[config.mk]
export PLATFORM = sky130hd
export DESIGN_NAME = twostep_code_rebuild
export DESIGN_NICKNAME = d
export VERILOG_FILES = /design/src/rtl/twostep_code_rebuild.sv
export SDC_FILE = /design/constraint.sdc
export NUM_CORES = 1
export LEC_CHECK = 0
export BUFFER_PORTS_ARGS = -buffer_cell sky130_fd_sc_hd__buf_2
export CAP_MARGIN = 20
export CORE_ASPECT_RATIO = 0.7
export CORE_MARGIN = 8
export CORE_UTILIZATION = 43
export CTS_BUF_LIST = sky130_fd_sc_hd__clkbuf_4
export CTS_CLUSTER_DIAMETER = 60
export CTS_CLUSTER_SIZE = 20
export DETAILED_ROUTE_END_ITERATION = 7
export HOLD_SLACK_MARGIN = 0.02
export PLACE_DENSITY = 0.62
export SLEW_MARGIN = 20
export SYNTH_ARGS = -nofsm -noshare
export SYNTH_HDL_FRONTEND = slang
export SYNTH_SLANG_ARGS = --single-unit
[constraint.sdc]
create_clock -name clk -period 16.2 [get_ports clk]
set_input_delay 0.81 -clock clk [delete_from_list [all_inputs] [get_ports clk]]
set_output_delay 0.81 -clock clk [all_outputs]
set_load 0.01 [all_outputs]
[src/rtl/twostep_code_rebuild.sv]
module twostep_code_rebuild #(
  parameter int SAMPLE_W = 8,
  parameter int CNT_W    = 7,
  parameter int HEIGHT_W = 8,
  localparam int OUT_W   = CNT_W + HEIGHT_W + 2
) (
  input  logic                    clk,
  input  logic                    rst_n,
  input  logic                    dn_req,
  input  logic                    up_req,
  input  logic                    win_start,
  input  logic                    win_end,
  input  logic                    a_valid,
  input  logic [SAMPLE_W-1:0]     a_sample,
  input  logic                    b_valid,
  input  logic [SAMPLE_W-1:0]     b_sample,
  input  logic                    cal_we,
  input  logic [HEIGHT_W-1:0]     cal_height,
  output logic signed [OUT_W-1:0] code_out,
  output logic                    code_valid,
  output logic                    code_sat
);
  localparam logic [CNT_W-1:0] CNT_MAX = {CNT_W{1'b1}};

  logic [2:0] dn_sy, up_sy;
  logic dn_hit, up_hit;
  logic active, sat_run, sat_held, pending;
  logic [CNT_W-1:0] cnt_dn, cnt_up;
  logic [HEIGHT_W-1:0] h_reg, h_act, h_held;
  logic [SAMPLE_W-1:0] a_cur, a_held;
  logic signed [CNT_W:0] net_held;
  logic signed [OUT_W-1:0] coarse, fine;
  logic close_win;

  always_ff @(posedge clk or negedge rst_n) begin
    if (!rst_n) begin
      dn_sy <= '0;
      up_sy <= '0;
    end else begin
      dn_sy <= {dn_sy[1:0], dn_req};
      up_sy <= {up_sy[1:0], up_req};
    end
  end

  assign dn_hit    = dn_sy[1] & ~dn_sy[2];
  assign up_hit    = up_sy[1] & ~up_sy[2];
  assign close_win = win_end & active & ~win_start;

  always_ff @(posedge clk or negedge rst_n) begin
    if (!rst_n) begin
      active  <= 1'b0;
      cnt_dn  <= '0;
      cnt_up  <= '0;
      sat_run <= 1'b0;
      h_act   <= '0;
    end else if (win_start) begin
      active  <= 1'b1;
      cnt_dn  <= '0;
      cnt_up  <= '0;
      sat_run <= 1'b0;
      h_act   <= h_reg;
    end else if (close_win) begin
      active <= 1'b0;
    end else if (active) begin
      if (dn_hit) begin
        if (cnt_dn == CNT_MAX) sat_run <= 1'b1;
        else cnt_dn <= cnt_dn + 1'b1;
      end
      if (up_hit) begin
        if (cnt_up == CNT_MAX) sat_run <= 1'b1;
        else cnt_up <= cnt_up + 1'b1;
      end
    end
  end

  always_ff @(posedge clk or negedge rst_n) begin
    if (!rst_n) begin
      h_reg    <= '0;
      a_cur    <= '0;
      a_held   <= '0;
      h_held   <= '0;
      net_held <= '0;
      sat_held <= 1'b0;
      pending  <= 1'b0;
    end else begin
      if (cal_we) h_reg <= cal_height;
      if (a_valid) a_cur <= a_sample;
      if (close_win) begin
        net_held <= $signed({1'b0, cnt_dn}) - $signed({1'b0, cnt_up});
        h_held   <= h_act;
        a_held   <= a_cur;
        sat_held <= sat_run;
        pending  <= 1'b1;
      end else if (b_valid) begin
        pending <= 1'b0;
      end
    end
  end

  assign coarse = OUT_W'(net_held) * OUT_W'($signed({1'b0, h_held}));
  assign fine   = OUT_W'($signed({1'b0, b_sample})) - OUT_W'($signed({1'b0, a_held}));

  always_ff @(posedge clk or negedge rst_n) begin
    if (!rst_n) begin
      code_out   <= '0;
      code_valid <= 1'b0;
      code_sat   <= 1'b0;
    end else begin
      code_valid <= b_valid & pending;
      if (b_valid && pending) begin
        code_out <= coarse + fine;
        code_sat <= sat_held;
      end
    end
  end

  AST_VALID_AFTER_B: assert property (@(posedge clk) disable iff (!rst_n)
    code_valid |-> $past(b_valid));
  AST_VALID_ONE_CYCLE: assert property (@(posedge clk) disable iff (!rst_n)
    code_valid |=> !code_valid || $past(b_valid));
  AST_CLEAR_ON_START: assert property (@(posedge clk) disable iff (!rst_n)
    win_start |=> cnt_dn == '0 && cnt_up == '0);
  AST_FROZEN_OUTSIDE: assert property (@(posedge clk) disable iff (!rst_n)
    (!active && !win_start) |=> $stable(cnt_dn) && $stable(cnt_up));
  AST_HEIGHT_HELD: assert property (@(posedge clk) disable iff (!rst_n)
    (active && !win_start) |=> $stable(h_act));
  AST_NO_STRAY_CODE: assert property (@(posedge clk) disable iff (!rst_n)
    (b_valid && !pending) |=> !code_valid);
  AST_NO_OVERFLOW: assert property (@(posedge clk) disable iff (!rst_n)
    (active && cnt_dn == CNT_MAX) |=> cnt_dn == CNT_MAX || $past(win_start));
endmodule

# After elaboration in Yosys (flattened, before gate mapping)
# Cells that the tools add are included.
word_totals:
  ff_bits: 91
  inputBits: 33
  output_inout_bits: 19
  wordCells: 66
op_classes:
  add_sub_neg: 5
  multipliers: 1
  n_eq_ne: 5
  mux: 21
  bitwise: 8
  reduce_logical: 9
op_table:
  columns: ["operator", "count"]
  rows:
  - ["$mux 7", 10]
  - ["$add 17x9->17", 1]
  - ["$mul 8x9->17", 1]
  - ["$add 7x1->7 const B", 2]
  - ["$eq 7x7->1 const B", 2]
  - ["$mux 1", 11]
  - ["$reduce_bool 2->1", 5]
  - ["$sub 8x8->9", 1]
  - ["$reduce_and 4->1", 2]
  - ["$sub 7x7->8", 1]
  - ["$ne 2x2->1 const B", 3]
  - ["$and 1x1->1", 5]
  - ["$not 1->1", 3]
  - ["$reduce_and 2->1", 1]
  - ["$logic_and 1x1->1", 1]

# Depth between registers and ports, before layout
# Gate-level depths: netlist of run 1.
logic_depth:
  depth_word: 8
  mapped_depth: 25
  depth_no_buf: 25

# Least setup slack after synthesis of run 1
# OpenSTA, ideal clock, no wires.
synth_timing:
  path_type: "input port to flip-flop"
  startpoint: "input b_sample[0]"
  endpoint: "register code_out[15]"
  setup_ns: 0.120
  t_arrival_ns: 6.127
  required_time_ns: 16.080
  setup_slack_ns: 9.953
  path_stages: 23
  n_path_buf: 0
  cell_sequence: "inv_1 ha_1 inv_1 fa_1 a21o_1 a21oi_1 nor2b_1 o31ai_1 a21bo_2 fa_1 inv_1 fa_1 fa_1 fa_1 inv_1 fa_1 inv_1 ha_1 a21o_1 a21oi_2 a211oi_1 or3_1 a31o_1"
synth_via:
  elab_chain_len: 2
synth_lines:
  columns: ["element", "line_no", "rtl"]
  rows:
  - ["start, declared", "16", "input logic [SAMPLE_W-1:0] b_sample,"]
  - ["$sub 8x8->9", "101", "assign fine = OUT_W'($signed({1'b0, b_sample})) - OUT_W'($signed({1'b0, a_held}));"]
  - ["$add 17x9->17", "111", "code_out <= coarse + fine;"]
  - ["end signal, assigned", "111", null]
  - ["end, declared", "19", "output logic signed [OUT_W-1:0] code_out,"]
# No other way between the ends.
# A chain may end at the register's enable or synchronous reset.

# Worst setup path after layout of run 1
# Ends and elaborated chain as after synthesis.

==> flow_summary.yaml, run 1 <==
worst_hold_path:
  hp-class: "in2async"
power:
  power.density_nw_per_um2: 133
  p_total_w: 0.000986
  ir_drop_mv: 0.0844
  p_leak_nw: 3.67
route:
  totalWireLength_mm: 13.2
  first_pass_iters: 5
  dr.first_iter.drc_count: 257
  avgViaCountPerCell: 5.15
  drc: 0
  avgRoutedWirePerCell_um: 14.7
  ant_nets: 0
  via_count: 4628
finish:
  final_common_cell: "inv_1"
  area_growth_pct: 8.66
  drive_gt1_share_pct: 18.3
  diodes: 0
  largest_reg_flops: 17
  finalNetCount: 848
  layout_common_cells: "inv_1 (93), dfrtp_1 (91), ha_1 (65), nand2_1 (58), fa_1 (55)"
  design_area_um2: 7410
  fill_cells: 1468
  regMostFlops: "code_out"
setup_path:
  worstSetupEndpointType: "register"
  start_kind: "input port"
  worstRegToRegCells: 22
  crit_required_ns: 16.57
  r2r_slack_ns: 10.13
  cp.arrival_ns: 6.56
  timing.rr.start: "a_held[0]"
  crit_type: "in2reg"
  worstPathMaxFanout: 5
  worstReg2RegEnd: "code_out[15]"
grt:
  grt_max_degree: 79
  grt_pass1_wl_mm: 23.2
  grt.total_usage_pct: 14.0
  grt_pass1_vias: 4793
  antenna_found_initial: 0
  grt.overflow.total: 0
floorplanning:
  num_io_pins: 52
  coreArea_um2: 15500
  die_x_um: 167
  dieArea_um2: 20200
  die_y_um: 121
  row_count: 38
  start_util_pct: 44.0
yosys:
  ys_types: 53
  synth-main-ff-cell: "dfrtp_1"
  synthArstFlopShare_pct: 100
  syn_avg_cell_area_um2: 10.5
  synth_seq_cells: 91
  synth-seq-area-share_pct: 33.4
  syn_area_um2: 6820
  synth_edf_count: 0
  syn_nets: 803
  netlist_instances: 650
  yosys_warnings: 0
clock_network:
  cts.sinks: 91
  holdBufCountCts: 0
  cts_max_path_buffers: 2
  htree_levels: 3
  cts_tree: "built"
  post_cts_buffers: 0
  root_buffer: "clkbuf_4"
  ctsResizeCount: 0
  path_clk_slew_ns: 0.16
  cts_made_buffers: 9
  clk_latency_ns: 0.47
timing:
  layout_setup_ws_ns: 10.01
  finalHoldViolCount: 0
  rsz0062_at_grt: "no"
  setup_viol: 0
  worst_slew_pin_slew_ns: 0.774
  tns_ns: 0
  clock_skew_ns: 0.0178
  relSlewSlack_pct: 48.4
  report.final.slew_viol_count: 0
  period_share_pct: 38.2
  clock.fmax_mhz: 162
  layout_min_cycle_time_ns: 6.19
run_status:
  outcome: "complete, no violations"
place:
  io_buffers: 51
  dpl.hpwl_mm: 10.6
  place_area_um2: 7270
  gp_congestion: 0.866
  pre_cts_ws_ns: 9.51
flow_run:
  cap_violations: 0
## area by class of cell
class	instances	area (um2)	area share, %
Sequential cell	91	2280	30.7
Timing Repair Buffer	55	308	4.15
Clock inverter	6	50.0	0.675
Multi-Input combinational cell	445	4110	55.4
Clock buffer	9	67.6	0.912
Tap cell	200	250	3.38
Inverter	93	349	4.71
## routing by layer
layer,part of all wire (%),track usage [%],up-vias
li1,-,-,2223
met1,51,19.6,2295
met2,43,21.1,96
met3,4.8,3.51,14
met4,1.3,3.93,0
met5,0,0,-
## how the worst max path moves through the flow
stage                start            to  slack [ns]
3_3_place_gp   b_sample[0]  code_out[15]        9.65
5_1_grt        b_sample[0]  code_out[15]        9.72
6_report       b_sample[0]  code_out[15]       10.01
4_1_cts        b_sample[0]  code_out[15]       10.05
2_1_floorplan  b_sample[0]  code_out[15]        9.95
3_5_place_dp   b_sample[0]  code_out[15]        9.51
## where the power goes
part	internal [W]	leakage (nW)	switching [W]
registers	0.000269	1.13	0.0000408
clock network	0.0000329	0.0647	0.0000837
logic	0.000246	2.47	0.000314
total	0.000547	3.67	0.000438
## per-stage QoR
| step | instances | hold WS, ns | utilization, % |
|---|---|---|---|
| finish | 899 | 0.159 | 47.8 |
| global route | 899 | 0.134 | 47.8 |
| CTS | 898 | 0.123 | 47.6 |
| detailed placement | 883 | 0.336 | 46.9 |
| global placement | 883 | 0.338 | 46.9 |
| floorplan | 650 | 0.331 | - |
## cell families after synthesis
family	after synthesis	share of synthesized area, %
muxes	50	8.22
buffers and inverters	114	6.37
DFF	91	33.4
and+or+nand+nor	171	13.1
AOI/OAI and AO/OA	82	8.04
xor gates and xnor gates	22	2.83
adders and majority gates	120	28.1
## synthesized netlist by cell type, drive strengths merged (8+ instances only)
cell type | instances | area, um2
inv | 93 | 349
dfrtp | 91 | 2280
ha | 65 | 813
nand2 | 58 | 218
fa | 55 | 1100
mux2 | 48 | 541
nor2 | 33 | 124
and2 | 29 | 181
o21ai | 26 | 134
a21oi | 22 | 125
clkbuf | 15 | 56.3
xnor2 | 12 | 105
a21o | 10 | 75.1
xor2 | 10 | 87.6
nand2b | 8 | 50.1
## critical path, stage by stage
cell,delay (ns)
buf_2,0.09
inv_1,0.05
ha_1,0.17
inv_1,0.07
fa_1,0.39
a21o_1,0.17
a21oi_1,0.21
nor2b_1,0.09
o31ai_1,0.31
a21bo_2,0.28
fa_1,0.36
inv_1,0.08
fa_1,0.42
fa_1,0.47
fa_1,0.54
inv_1,0.05
fa_1,0.53
inv_1,0.04
ha_1,0.34
a21o_1,0.19
a21oi_2,0.19
a211oi_1,0.10
or3_1,0.36
a31o_1,0.21
No activity file was read; power rests on OpenSTA's default activity.
==> run 2: changes to the inputs <==
--- a/config.mk
+++ b/config.mk
@@ -15,7 +15,7 @@
 export CTS_CLUSTER_SIZE = 20
 export DETAILED_ROUTE_END_ITERATION = 7
 export HOLD_SLACK_MARGIN = 0.02
-export PLACE_DENSITY = 0.62
+export PLACE_DENSITY = 0.65
 export SLEW_MARGIN = 20
 export SYNTH_ARGS = -nofsm -noshare
 export SYNTH_HDL_FRONTEND = slang
==> constraint.sdc (replaced) <==
create_clock -name clk -period 5.3 [get_ports clk]
set_input_delay 0.265 -clock clk [delete_from_list [all_inputs] [get_ports clk]]
set_output_delay 0.265 -clock clk [all_outputs]
set_load 0.01 [all_outputs]
==> run 2 against run 1 <==
Net effect:
- the flow now finishes with violations (setup timing)
- worst setup slack worse by 10 ns
- sequential cell count stayed put
- die area stayed put
- final cell count is 5.1% higher
- final area is 7.7% higher
- clock power grew to 3.4 times the previous value
- first-iteration DRC count is 4.7% lower
- global-route usage is 0.42 points higher
- largest power group unchanged
- sequential share of layout area is 2.2 points lower
- worst hold slack worse by 0.12 ns
- clock skew is 0.012 ns higher
==> flow_summary.yaml, run 2 (synthesis gave the netlist of run 1 again) <==
timing:
  setup_viol: 8
  fin_hold_ws_ns: 0.0439
  relSlewSlack_pct: 37.8
  layout_min_cycle_time_ns: 5.63
  tns_ns: -1.40
  clock.fmax_mhz: 177
  period_share_pct: 106
  report.final.slew_viol_count: 0
  worst_slew_pin_slew_ns: 0.934
  finalHoldViolCount: 0
  layout_setup_ws_ns: -0.335
  clock_skew_ns: 0.0297
  rsz0062_at_grt: "yes"
place:
  gp_congestion: 0.862
  dpl.hpwl_mm: 10.9
  io_buffers: 51
  pre_cts_ws_ns: -0.438
power:
  p_sw_w: 0.00158
  comb_power_share_pct: 63.0
  p_clk_share_pct: 10.9
  power.density_nw_per_um2: 453
  p_leak_nw: 3.88
  swShare_pct: 43.7
  p_int_w: 0.00203
  ir_drop_mv: 0.288
  power_frac_seq_pct: 26.1
finish:
  final_common_cell: "dfrtp_1"
  final_core_util_pct: 51.5
  finalNetCount: 893
  drive_gt1_share_pct: 25.0
  regMostFlops: "code_out"
  layout_common_cells: "dfrtp_1 (91), inv_1 (87), ha_1 (60), nand2_1 (56), fa_1 (52)"
  area_growth_pct: 17.0
  fill_cells: 1375
  largest_reg_flops: 17
  diodes: 0
grt:
  use_met2_pct: 21.8
  grt.overflow.total: 0
  gr-max-usage-layer: "met2"
  antenna_found_initial: 0
  use_met3_pct: 3.15
  grt_max_degree: 74
  use_met1_pct: 20.4
  grt_pass1_vias: 4945
  grt.total_usage_pct: 14.4
  grt_pass1_wl_mm: 23.9
route:
  drc: 0
  avgViaCountPerCell: 5.05
  via_count: 4775
  avgRoutedWirePerCell_um: 14.8
  ant_nets: 0
  dr.first_iter.drc_count: 245
  totalWireLength_mm: 14.0
  first_pass_iters: 5
clock_network:
  cts_made_buffers: 9
  cts_max_path_buffers: 2
  path_clk_slew_ns: 0.16
  cts_tree: "built"
  htree_levels: 3
  cts.sinks: 91
  clk_latency_ns: 0.48
  root_buffer: "clkbuf_4"
floorplanning:
  row_count: 38
  die_y_um: 121
  coreArea_um2: 15500
  die_x_um: 167
  start_util_pct: 44.0
  dieArea_um2: 20200
  num_io_pins: 52
setup_path:
  worstPathMaxFanout: 3
  crit_required_ns: 5.67
  crit_type: "reg2reg"
  start_kind: "register"
  worstSetupEndpointType: "register"
  cp.arrival_ns: 6.01
flow_run:
  cap_violations: 0
run_status:
  violations: "setup timing"
  outcome: "complete, but fails checks"
worst_hold_path:
  hp-class: "in2reg"
==> run 2: final timing paths <==
path | from | endpoint | slack [ns] | cells after the start
worst max register to register | a_held[0] | code_out[15] | -0.33 | 24
min in group asynchronous | rst_n | code_out[14] | 0.18 | 2
worst min register to register | dn_sy[0] | dn_sy[1] | 0.37 | 0
max in group asynchronous | rst_n | h_act[1] | 3.91 | 3
worst min-delay path | a_sample[7] | a_cur[7] | 0.04 | 2
worst max-delay path | a_held[0] | code_out[15] | -0.33 | 24
==> run 2: through the flow <==
stage | total power, W | area, um2 | instances
final | 0.00361 | 7980 | 945
after global routing | 0.00399 | 7980 | 945
after CTS | 0.00356 | 7920 | 945
after detailed placement | 0.00309 | 7540 | 907
after global placement | 0.00303 | 7540 | 907
after floorplan | 0.00242 | 6910 | 650
==> run 2: worst max-delay path: stages (launching register included) <==
cell and delay, ns:
dfrtp_1 0.39, ha_2 0.20, inv_2 0.04, fa_2 0.33
a21o_1 0.17, a21oi_2 0.15, nor2b_2 0.07, o31ai_2 0.20
a21bo_2 0.26, fa_2 0.53, inv_2 0.04, fa_1 0.47
inv_1 0.05, fa_1 0.48, inv_2 0.04, fa_2 0.37
inv_2 0.06, fa_1 0.40, inv_2 0.08, ha_4 0.21
a21o_1 0.17, a21oi_2 0.16, a211oi_2 0.09, or3_1 0.36
a31o_1 0.22
==> run 2: final cells by class <==
cell class	count	area (um2)	area share, %
well taps	200	250	3.14
multi-input cells	445	4270	53.6
flip-flops and latches	91	2280	28.5
clock buffers	9	67.6	0.847
repair buffers	100	693	8.68
clock inverters	7	70.1	0.878
inverters	93	349	4.37
==> run 2: metal layers <==
metal  wire (um)  vias up
met1        7120     2363
met5           0        -
met3         652       10
met4         156        0
li1            -     2311
met2        6040       91
==> run 2: power groups by stage <==
stage	Clock (W)	Sequential, W	Combinational (W)
final	0.000394	0.000941	0.00228
after global routing	0.000439	0.000963	0.00259
after CTS	0.000413	0.000941	0.00221
after detailed placement	0	0.000955	0.00213
after global placement	0	0.000945	0.00208
after floorplan	0	0.000930	0.00149
==> run 2: repair_timing <==
action / in CTS / in global routing
hold endpoints to repair: 36 / 0
cloned: 0 / 0
buffers inserted: 3 / 2
hold buffers: 19 / 0
endpoints found under the setup margin: 8 / 10
pin swaps: 5 / 14
resized for setup: 7 / 20
